--- src/rtl/pdo_drive_ctrl.sv ---
module pdo_drive_ctrl #(
  parameter int PIN_INDEX = 1,
  parameter int DIV_HALF  = 500
) (
  input  logic       clk,
  input  logic       rst_n,
  input  logic       cfg_valid,
  input  logic [1:0] src_sel,
  input  logic [2:0] drive_mode,
  input  logic       seq_data,
  input  logic       host_data,
  output logic       pd_weak_en,
  output logic       pd_en,
  output logic       pu_weak_en,
  output logic       pu_strong_en,
  output logic       pu_rail_sel,
  output logic       cp_en
);

  localparam int CW = $clog2(DIV_HALF + 1);
  localparam bit CP_OK = (PIN_INDEX >= 1) && (PIN_INDEX <= 6);

  localparam logic [2:0] M_OD      = 3'd0;
  localparam logic [2:0] M_WPU_VDD = 3'd1;
  localparam logic [2:0] M_PP_VDD  = 3'd2;
  localparam logic [2:0] M_WPU_RL  = 3'd3;
  localparam logic [2:0] M_PP_RL   = 3'd4;
  localparam logic [2:0] M_PULLDN  = 3'd5;
  localparam logic [2:0] M_CPUMP   = 3'd6;

  logic [CW-1:0] div_cnt;
  logic          ref_clk;
  logic          val;
  logic [2:0]    mode_eff;
  logic [5:0]    nxt;

  always_ff @(posedge clk or negedge rst_n) begin
    if (!rst_n) begin
      div_cnt <= '0;
      ref_clk <= 1'b0;
    end else if (div_cnt == CW'(DIV_HALF - 1)) begin
      div_cnt <= '0;
      ref_clk <= ~ref_clk;
    end else begin
      div_cnt <= div_cnt + 1'b1;
    end
  end

  always_comb begin
    case (src_sel)
      2'd0:    val = seq_data;
      2'd1:    val = host_data;
      2'd2:    val = ref_clk;
      default: val = 1'b0;
    endcase
  end

  assign mode_eff = ((drive_mode == M_CPUMP && !CP_OK) || drive_mode == 3'd7) ? M_OD : drive_mode;

  // nxt = {pd_weak, pd, pu_weak, pu_strong, rail, cp}
  always_comb begin
    nxt = 6'b000000;
    if (!cfg_valid) begin
      nxt[5] = 1'b1;
    end else begin
      case (mode_eff)
        M_WPU_VDD: begin nxt[4] = ~val; nxt[3] = val; end
        M_PP_VDD:  begin nxt[4] = ~val; nxt[2] = val; end
        M_WPU_RL:  begin nxt[4] = ~val; nxt[3] = val; nxt[1] = 1'b1; end
        M_PP_RL:   begin nxt[4] = ~val; nxt[2] = val; nxt[1] = 1'b1; end
        M_PULLDN:  nxt[4] = 1'b1;
        M_CPUMP:   begin nxt[4] = ~val; nxt[0] = val; end
        default:   nxt[4] = ~val;
      endcase
    end
  end

  always_ff @(posedge clk or negedge rst_n) begin
    if (!rst_n)
      {pd_weak_en, pd_en, pu_weak_en, pu_strong_en, pu_rail_sel, cp_en} <= 6'b100000;
    else
      {pd_weak_en, pd_en, pu_weak_en, pu_strong_en, pu_rail_sel, cp_en} <= nxt;
  end

  AST_PULL_EXCL: assert property (@(posedge clk) disable iff (!rst_n)
    pd_en |-> !(pu_weak_en || pu_strong_en || cp_en));
  AST_ONE_PULLUP: assert property (@(posedge clk) disable iff (!rst_n)
    $onehot0({pu_weak_en, pu_strong_en, cp_en}));
  AST_SAFE_DEFAULT: assert property (@(posedge clk) disable iff (!rst_n)
    !cfg_valid |=> (pd_weak_en && !pd_en && !pu_weak_en && !pu_strong_en && !pu_rail_sel && !cp_en));
  AST_FORCED_LOW: assert property (@(posedge clk) disable iff (!rst_n)
    (cfg_valid && drive_mode == M_PULLDN) |=> (pd_en && !pu_weak_en && !pu_strong_en));
  AST_REF_HOLD: assert property (@(posedge clk) disable iff (!rst_n)
    $rose(ref_clk) |=> ref_clk);
  AST_RAIL_DRIVEN: assert property (@(posedge clk) disable iff (!rst_n)
    pu_rail_sel |-> (pd_en || pu_weak_en || pu_strong_en));
  AST_CP_RANGE: assert property (@(posedge clk) disable iff (!rst_n)
    cp_en |-> (PIN_INDEX >= 1 && PIN_INDEX <= 6));

endmodule

--- config.mk ---
export PLATFORM = sky130hd
export DESIGN_NAME = pdo_drive_ctrl
export DESIGN_NICKNAME = d
export VERILOG_FILES = /design/src/rtl/pdo_drive_ctrl.sv
export SDC_FILE = /design/constraint.sdc
export NUM_CORES = 1
export LEC_CHECK = 0
export BUFFER_PORTS_ARGS = -buffer_cell sky130_fd_sc_hd__buf_2
export CAP_MARGIN = 15
export CORE_UTILIZATION = 54
export DETAILED_ROUTE_END_ITERATION = 10
export PLACE_DENSITY = 0.83
export SETUP_SLACK_MARGIN = 0.1
export SYNTH_ARGS = -nofsm -noshare
export SYNTH_HDL_FRONTEND = slang
export SYNTH_SLANG_ARGS = --single-unit
--- constraint.sdc ---
create_clock -name clk -period 1.9 [get_ports clk]
set_input_delay 0.095 -clock clk [delete_from_list [all_inputs] [get_ports clk]]
set_output_delay 0.095 -clock clk [all_outputs]
set_load 0.01 [all_outputs]
==> run summary, run 1 <==
DP HPWL -> 1020 µm
Final Slew Violations -> 0
Pre-CTS setup slack -> 0.548 ns
# fillers -> 101
Routed vias -> 558
Root Buffer -> clkbuf_4
Top Usage Layer GRT -> met2
Max Clk Rate -> 724 MHz
First-pass GRT wire length -> 2240 µm
Outcome -> finished, final reports clean
Syn nets -> 79
Largest net degree at the start of global routing -> 17
CP Cell Sequence -> ha_1, nand3_1, or3_1, o21ai_0
Synth Cell Area -> 746 µm²
Most frequent cells in the layout -> dfrtp_1 (15), buf_2 (15), inv_1 (6)
Maxcap violations -> 0
R2R depth -> 4
Hold Path Sink -> pu_strong_en
Startpoint Class -> flop
Yosys Warn Count -> 0
Die Ht -> 39.2 µm
H-tree levels -> 1
Congestion Overflow GR -> 0
PwrDens -> 687 nW/µm²
Final Hold Fails -> 0
CP max FO -> 4
Worst-path clk slew -> 0.09 ns
Port bufs -> 15
Synthesized instance count -> 68
Die area -> 1530 µm²
Fraction of layout cells with a size suffix above 1 -> 29.2%
Seq cells post-synth -> 16
P&R area growth vs syn -> 20.1%
DRT Pass-1 Iters -> 4
Start of the worst register-to-register path -> div_cnt[0]
Worst Setup End Kind -> flop
GRT met2 Usage -> 37.5%
Inserted Clock Buffers -> 3
Maximum VDD drop -> 0.413 mV
Sequential share of the synthesized area -> 53.9%
IO Pins -> 16
Capturing point of the worst reg2reg path -> div_cnt[8]
Critical Path RT -> 2.11 ns
R2r setup slk -> 0.52 ns
Initial Util -> 58.0%
Hold Path Stages -> 2
Crit-path slowest cell -> dfrtp_1
Max incr delay on CP -> 0.42 ns
Post-layout min period -> 1.38 ns
CTS tree -> done
Worst slew pin tran -> 0.349 ns
Area of the core -> 1280 µm²
Hold path startpoint -> drive_mode[0]
Static leakage -> 0.424 nW
Clock Skew -> 0.000985 ns
CTS Buffer Depth -> 2
Final WS setup -> 0.518 ns
Final setup viols -> 0
GR Layer Usage met1 -> 27.7%
Period Utilization, post-route -> 72.7%
Worst min-delay path class -> in2reg
# diodes -> 0
Top delay family on crit path -> simple AND/OR/NAND/NOR gates
Wire per inst -> 13.2 µm
DRT antenna net count -> 0
Routability-driven placement congestion ratio -> 0.678
Crit path DAT -> 1.59 ns
Average size of a mapped cell -> 11.0 µm²
Bufs and invs on worst path -> 0
Post-cts gate resize count -> 0
Avg Vias per Cell -> 5.37
Met3 GRT Util -> 5.20%
Slew HR -> 76.6%
WL final -> 1380 µm
Total chip power -> 0.000616 W
RSZ-0062 raised after global routing -> no
Nets -> 101
DRC viols -> 0
All-Layer GR Usage -> 22.7%
Initial antenna violation count -> 0
Setup TNS -> 0 ns
Vias in the first global route -> 534
WS Path Type -> reg2reg
DRT iter0 DRCs -> 4
Clock Latency Late Sink -> 0.28 ns
Synth unique cells -> 29
Clock sink count -> 16
Row count -> 13
Min Hold Slack -> 0.0239 ns
DIE WIDTH -> 39.2 µm
-- worst max-delay path by stage --
stage                     from          to  cells after the start
floorplan           div_cnt[0]  div_cnt[8]                      4
global placement    div_cnt[0]  div_cnt[8]                      4
detailed placement  div_cnt[0]  div_cnt[8]                      4
CTS                 div_cnt[0]  div_cnt[8]                      4
global route        div_cnt[0]  div_cnt[8]                      4
finish              div_cnt[0]  div_cnt[8]                      4
-- through the flow --
stage	util, %	cells	area (µm²)
after global placement	65.3	98	840
final	69.7	104	896
after global routing	69.7	104	896
after floorplan	-	68	746
after CTS	69.7	104	896
after detailed placement	65.3	98	840
-- power by group --
part,internal (W),total (W),switching [W]
combinational,0.0000218,0.0000479,0.0000260
sequential,0.000346,0.000347,0.00000112
clock,0.000117,0.000221,0.000105
-- Yosys cell counts (all sizes together) --
| master | instances | share of area [%] |
|---|---|---|
| nor3 | 2 | 1.3 |
| and2 | 1 | 0.84 |
| ha | 1 | 1.7 |
| nand2b | 1 | 0.84 |
| nand4 | 2 | 2.5 |
| o21ai | 3 | 2.0 |
| nor2b | 1 | 0.84 |
| nor2 | 5 | 3.5 |
| a31oi | 1 | 0.84 |
| nand4bb | 1 | 3.7 |
| dfrtp | 15 | 50 |
| a21oi | 3 | 2.5 |
| xor2 | 1 | 1.2 |
| o22ai | 2 | 1.7 |
| o21a | 1 | 1.0 |
| nand3 | 4 | 2.7 |
| inv | 6 | 3.0 |
| and4b | 1 | 1.3 |
| or3 | 4 | 3.4 |
| xnor2 | 4 | 4.7 |
| dfstp | 1 | 3.5 |
| nand2 | 4 | 2.0 |
| o211ai | 1 | 1.0 |
| nor3b | 1 | 1.0 |
| mux2 | 1 | 1.5 |
| and3 | 1 | 1.0 |
-- worst reg2reg max path, stage by stage, from the launching register on --
cell	delay, ns
dfrtp_1	0.42
ha_1	0.29
nand3_1	0.16
or3_1	0.36
o21ai_0	0.07
-- kinds of logic (layout without fill, tap and decap cells) --
group           count (synthesis)  in the layout  share of synthesized area [%]
buf+inv                         6             27                           3.02
fa+ha+maj                       1              1                           1.68
mux                             1              1                           1.51
xor+xnor                        5              5                           5.87
compound gates                 11             11                           9.06
simple gates                   28             28                           25.0
flops                          16             16                           53.9
-- state kept, by name (all words and copies together) (netlist names) --
signal / cells
cp_en: 1
div_cnt: 9
pd_en: 1
pd_weak_en: 1
pu_rail_sel: 1
pu_strong_en: 1
pu_weak_en: 1
ref_clk: 1
-- cell type report --
type / instances / area (µm²) / share of cell area (%)
flip-flops and latches: 16 / 402 / 44.8
inverters: 6 / 22.5 / 2.51
repair buffers: 17 / 95.1 / 10.6
clock buffers: 4 / 36.3 / 4.05
multi-input cells: 46 / 322 / 35.9
well taps: 15 / 18.8 / 2.09
-- what timing repair did --
item,CTS,global route
setup buffers,0,0
hold buffers,2,0
hold endpoints to repair,17,0
-- per-layer routing --
metal	vias to the layer above	wire length, µm
met4	0	0
li1	280	-
met2	5	704
met3	0	23
met5	-	0
met1	273	648
Power figures use the tool's default switching activity.
==> run 2, diff against run 1 <==
--- a/config.mk
+++ b/config.mk
@@ -7,9 +7,10 @@
 export LEC_CHECK = 0
 export BUFFER_PORTS_ARGS = -buffer_cell sky130_fd_sc_hd__buf_2
 export CAP_MARGIN = 15
-export CORE_UTILIZATION = 54
+export CORE_ASPECT_RATIO = 1.1
+export CORE_UTILIZATION = 46
 export DETAILED_ROUTE_END_ITERATION = 10
-export PLACE_DENSITY = 0.83
+export PLACE_DENSITY = 0.76
 export SETUP_SLACK_MARGIN = 0.1
 export SYNTH_ARGS = -nofsm -noshare
 export SYNTH_HDL_FRONTEND = slang
==> constraint.sdc (replaced) <==
create_clock -name clk -period 1.2 [get_ports clk]
set_input_delay 0.06 -clock clk [delete_from_list [all_inputs] [get_ports clk]]
set_output_delay 0.06 -clock clk [all_outputs]
set_load 0.01 [all_outputs]
==> run 2 against run 1 <==
Compared with the run above:
- the run now ends with negative setup slack left
- clock power up 28%
- first-iteration DRC count rose to 3.3 times the previous value
- utilization up 0.32 points
- global-route usage down 4.1 points
- worst setup slack worse by 0.53 ns
- hold slack better by 0.027 ns
- cell count up 8.7%
- sequential cell count unchanged
- maximum frequency up 14%
- clock-buffer cell count unchanged
- critical path depth unchanged
- register-to-register slack worse by 0.53 ns
- largest power group unchanged
==> run summary, run 2 (synthesized netlist as in run 1, its figures left out) <==
Largest net degree at the start of global routing -> 17
Maximum VDD drop -> 0.727 mV
Die Ht -> 44.2 µm
PwrDens -> 913 nW/µm²
Initial Util -> 51.9%
DRC viols -> 0
Max Clk Rate -> 828 MHz
R2r setup slk -> -0.008 ns
Slew HR -> 76.5%
Area of the core -> 1440 µm²
Port bufs -> 15
Net Sw Frac -> 21.8%
Final Slew Violations -> 0
Row count -> 14
Post-layout min period -> 1.21 ns
Clock Skew -> 0.00812 ns
# diodes -> 0
Most frequent cells in the layout -> buf_2 (15), dfrtp_1 (12), inv_1 (6), buf_4 (6)
Fraction of layout cells with a size suffix above 1 -> 41.2%
Final WS setup -> -0.00845 ns
Final Hold Fails -> 0
Root Buffer -> clkbuf_4
DRT Pass-1 Iters -> 4
Static leakage -> 0.459 nW
DIE WIDTH -> 40.4 µm
Routed vias -> 602
Sequential share of power -> 59.8%
Startpoint Class -> flop
Number of flip-flops in the largest register -> 9
Routability-driven placement congestion ratio -> 0.643
Clock sink count -> 16
Wire per inst -> 12.7 µm
H-tree levels -> 1
Clock network fraction of total power -> 30.7%
Worst min-delay path class -> in2reg
Vias in the first global route -> 578
Inserted Clock Buffers -> 3
Hold Path Sink -> cp_en
Psw -> 0.000200 W
IO Pins -> 16
CTS tree -> done
Avg Vias per Cell -> 5.33
Register name with the most flops -> div_cnt
Maxcap violations -> 0
Pre-CTS setup slack -> 0.000676 ns
Hold path startpoint -> drive_mode[1]
RSZ-0062 raised after global routing -> yes
Total chip power -> 0.000918 W
First-pass GRT wire length -> 2190 µm
Power share of the combinational group -> 9.5%
DP HPWL -> 1010 µm
Worst slew pin tran -> 0.352 ns
Critical Path RT -> 1.41 ns
Most common cell after layout, fill and taps aside -> buf_2
Hold Path Stages -> 3
Clock Latency Late Sink -> 0.28 ns
Worst-path clk slew -> 0.09 ns
Congestion Overflow GR -> 0
P&R area growth vs syn -> 34.9%
DRT antenna net count -> 0
Period Utilization, post-route -> 101%
WS Path Type -> reg2reg
Pint -> 0.000718 W
CTS Buffer Depth -> 2
Nets -> 109
Initial antenna violation count -> 0
Capturing point of the worst reg2reg path -> ref_clk
DRT iter0 DRCs -> 13
Crit path DAT -> 1.42 ns
Start of the worst register-to-register path -> div_cnt[1]
R2R depth -> 4
WL final -> 1440 µm
Failing checks -> negative setup slack
Outcome -> finished, violations left
Worst Setup End Kind -> flop
All-Layer GR Usage -> 18.6%
CP max FO -> 5
Final setup viols -> 1
Die area -> 1790 µm²
## run 2: cell count changes in the layout (fill, tap and decap cells not counted), sizes merged
cell	before	now
buf	15	21
dlygate4sd3	2	4
## run 2: cell type report
type,count,area [µm²]
Tap cell,16,20.0
Timing Repair Buffer,25,160
Fill cell,103,430
Clock buffer,4,26.3
Sequential cell,16,405
Inverter,6,22.5
Multi-Input combinational cell,46,372
## run 2: what timing repair did
action / CTS / global route
pin swaps: 7 / 3
gates resized for setup: 6 / 4
hold endpoints to repair: 19 / 0
buffers inserted: 3 / 2
hold buffers: 4 / 0
setup endpoints to repair: 11 / 10
## run 2: worst max path at each step
stage	depth (start not counted)	slack [ns]	to	startpoint
2_1_floorplan	4	0.05	div_cnt[8]	div_cnt[0]
3_3_place_gp	4	0.03	div_cnt[8]	div_cnt[0]
3_5_place_dp	4	0.0007	div_cnt[8]	div_cnt[0]
4_1_cts	4	0.005	ref_clk	div_cnt[1]
5_1_grt	4	-0.05	ref_clk	div_cnt[1]
6_report	4	-0.008	ref_clk	div_cnt[1]
## run 2: through the flow
| step | utilization, % | area, µm² | cells | TNS (ns) | hold slack, ns |
|---|---|---|---|---|---|
| floorplan | - | 763 | 68 | 0 | -0.236 |
| global placement | 60.3 | 866 | 100 | 0 | -0.0195 |
| detailed placement | 60.3 | 866 | 100 | 0 | -0.0135 |
| CTS | 67.9 | 976 | 111 | 0 | 0.0342 |
| global route | 70.0 | 1010 | 113 | -0.165 | 0.0581 |
| finish | 70.0 | 1010 | 113 | -0.00845 | 0.0505 |
## run 2: critical path, stage by stage (launching register included)
cell and delay, ns:
dfrtp_1 0.44, ha_4 0.20, nand4bb_4 0.15, nor2_4 0.18, xor2_1 0.17
## run 2: layer usage
layer  share of wire (%)  wire, µm  track usage [%]
met5                   0         0                0
met4                 1.0        15             12.0
met3                 2.2        32             3.02
met2                  56       802             33.3
met1                  41       587             18.4
## run 2: power by group through the flow
| stage | Clock, W | Combinational [W] | Sequential [W] |
|---|---|---|---|
| 4_1_cts | 0.000296 | 0.0000851 | 0.000549 |
| 3_5_place_dp | 0 | 0.0000707 | 0.000560 |
| 3_3_place_gp | 0 | 0.0000680 | 0.000559 |
| 5_1_grt | 0.000322 | 0.0000984 | 0.000550 |
| 2_1_floorplan | 0 | 0.0000231 | 0.000564 |
| 6_report | 0.000282 | 0.0000874 | 0.000549 |
==> run 3, diff against run 2 <==
--- a/config.mk
+++ b/config.mk
@@ -10,7 +10,7 @@
 export CORE_ASPECT_RATIO = 1.1
 export CORE_UTILIZATION = 46
 export DETAILED_ROUTE_END_ITERATION = 10
-export PLACE_DENSITY = 0.76
+export PLACE_DENSITY = 0.74
 export SETUP_SLACK_MARGIN = 0.1
 export SYNTH_ARGS = -nofsm -noshare
 export SYNTH_HDL_FRONTEND = slang
==> run 3 against run 2 <==
Compared with the run above:
- the flow now finishes without violations
- cell area is 0.37% higher
- maximum frequency is 2.6% higher
- utilization is 0.26 points higher
- sequential share of layout area is 0.15 points lower
- die area stayed put
- sequential cell count stayed put
- register-to-register slack better by 0.03 ns
- non-clock buffer count is 1 lower
- clock-buffer cell count stayed put
- largest cell class unchanged
- sequential power hardly changed
- cell count is 0.88% lower
- total power is 7.2% higher
==> run summary, run 3 (synthesized netlist as in run 1, its figures left out) <==
Number of flip-flops in the largest register -> 9
DRC viols -> 0
Most frequent cells in the layout -> buf_2 (15), dfrtp_1 (12), inv_1 (6)
# diodes -> 0
Hold path startpoint -> drive_mode[1]
Psw -> 0.000210 W
P&R area growth vs syn -> 35.4%
First-pass GRT wire length -> 2350 µm
WS Path Type -> reg2reg
Nets -> 108
Final Hold Fails -> 0
Static leakage -> 0.462 nW
Startpoint Class -> flop
Pint -> 0.000774 W
WL final -> 1390 µm
Routability-driven placement congestion ratio -> 0.624
Final Slew Violations -> 0
DRT iter0 DRCs -> 5
Row count -> 14
Wire per inst -> 12.4 µm
Min Hold Slack -> 0.0462 ns
Slew HR -> 77.2%
Die area -> 1790 µm²
Crit path DAT -> 1.39 ns
Area of the core -> 1440 µm²
Net Sw Frac -> 21.3%
Finished Layout Cells -> 112
Most common cell after layout, fill and taps aside -> buf_2
Cell area after layout -> 1010 µm²
Period Utilization, post-route -> 98.1%
Worst slew pin tran -> 0.342 ns
Initial antenna violation count -> 0
DRT Pass-1 Iters -> 2
Post-layout min period -> 1.18 ns
Outcome -> finished, final reports clean
Power share of the combinational group -> 9.0%
Worst min-delay path class -> in2reg
Max Clk Rate -> 849 MHz
Setup TNS -> 0 ns
Start of the worst register-to-register path -> div_cnt[1]
Register name with the most flops -> div_cnt
Clock Skew -> 0.00328 ns
Placed insts -> 100
All-Layer GR Usage -> 19.6%
Clock network fraction of total power -> 35.2%
Routed vias -> 593
Largest net degree at the start of global routing -> 17
PwrDens -> 975 nW/µm²
Vias in the first global route -> 575
DP HPWL -> 1020 µm
DRT antenna net count -> 0
Fraction of layout cells with a size suffix above 1 -> 41.7%
H-tree levels -> 1
Critical Path RT -> 1.41 ns
Root Buffer -> clkbuf_4
Port bufs -> 15
CTS Buffer Depth -> 2
Sequential share of power -> 55.8%
Clock sink count -> 16
Worst Setup End Kind -> flop
Inserted Clock Buffers -> 3
Congestion Overflow GR -> 0
Clock Latency Late Sink -> 0.28 ns
IO Pins -> 16
Avg Vias per Cell -> 5.29
Final setup viols -> 0
Cell Area, Placed -> 866 µm²
CP max FO -> 5
RSZ-0062 raised after global routing -> yes
Die Ht -> 44.2 µm
CTS tree -> done
Maximum VDD drop -> 0.649 mV
DIE WIDTH -> 40.4 µm
Worst-path clk slew -> 0.09 ns
Critical Path Start -> div_cnt[1]
# fillers -> 112
Maxcap violations -> 0
Initial Util -> 51.9%
==> run 3: changes by cell type in the layout (fill, tap and decap cells not counted) <==
cell / change
buf_4: -1
a21oi_1: +1
o21ai_0: +1
o21ai_1: -1
a21oi_2: -1
nor3_1: -1
nor3_2: +1
clkbuf_8: +1
clkbuf_1: -1
==> run 3: power groups by stage <==
| stage | clock network [W] | registers (W) | logic (W) |
|---|---|---|---|
| after floorplan | 0 | 0.000564 | 0.0000231 |
| after global placement | 0 | 0.000560 | 0.0000679 |
| after detailed placement | 0 | 0.000560 | 0.0000706 |
| after CTS | 0.000354 | 0.000549 | 0.0000855 |
| after global routing | 0.000386 | 0.000550 | 0.0000995 |
| final | 0.000346 | 0.000549 | 0.0000886 |
==> run 3: what timing repair did <==
item | in CTS | in global routing
hold buffers | 4 | 0
endpoints found under the hold margin | 19 | 0
resized for setup | 5 | 4
buffers inserted | 2 | 2
setup endpoints to repair | 11 | 11
pin swaps | 4 | 4
==> run 3: metrics by stage <==
stage | setup WS (ns) | utilization (%) | total power (W)
floorplan | 0.0480 | - | 0.000587
global placement | 0.0251 | 60.3 | 0.000628
detailed placement | 0.00520 | 60.3 | 0.000630
CTS | 0.0294 | 67.9 | 0.000989
global route | -0.0493 | 70.3 | 0.00104
finish | 0.0223 | 70.3 | 0.000984
==> run 3: path summary, 6_finish.rpt <==
check | endpoint | slack, ns | depth (start not counted)
hold / removal | cp_en | 0.05 | 3
max in group asynchronous | pd_weak_en | 0.70 | 2
min in group asynchronous | div_cnt[8] | 0.21 | 2
setup / recovery | ref_clk | 0.02 | 4
hold reg to reg | div_cnt[0] | 0.52 | 1
setup reg to reg | ref_clk | 0.02 | 4
==> run 3: critical path, stage by stage, from the launching register on <==
cell and delay (ns):
dfrtp_1 0.42, ha_4 0.19, nand4bb_4 0.14, nor2_4 0.20
xor2_1 0.15
==> run 3: final cells by class <==
| class | instances | area [µm²] | share of cell area (%) |
|---|---|---|---|
| clock buffers | 4 | 36.3 | 3.59 |
| flip-flops and latches | 16 | 405 | 40.1 |
| multi-input cells | 46 | 373 | 36.9 |
| repair buffers | 24 | 153 | 15.1 |
| inverters | 6 | 22.5 | 2.23 |
| well taps | 16 | 20.0 | 1.98 |
==> run 3: metal layers <==
layer / vias to the layer above / wire length (µm) / global-route usage, %
met5: - / 0 / 0
met4: 0 / 29 / 10.0
met3: 4 / 34 / 3.52
met2: 14 / 792 / 34.3
met1: 282 / 538 / 21.5
li1: 293 / - / -
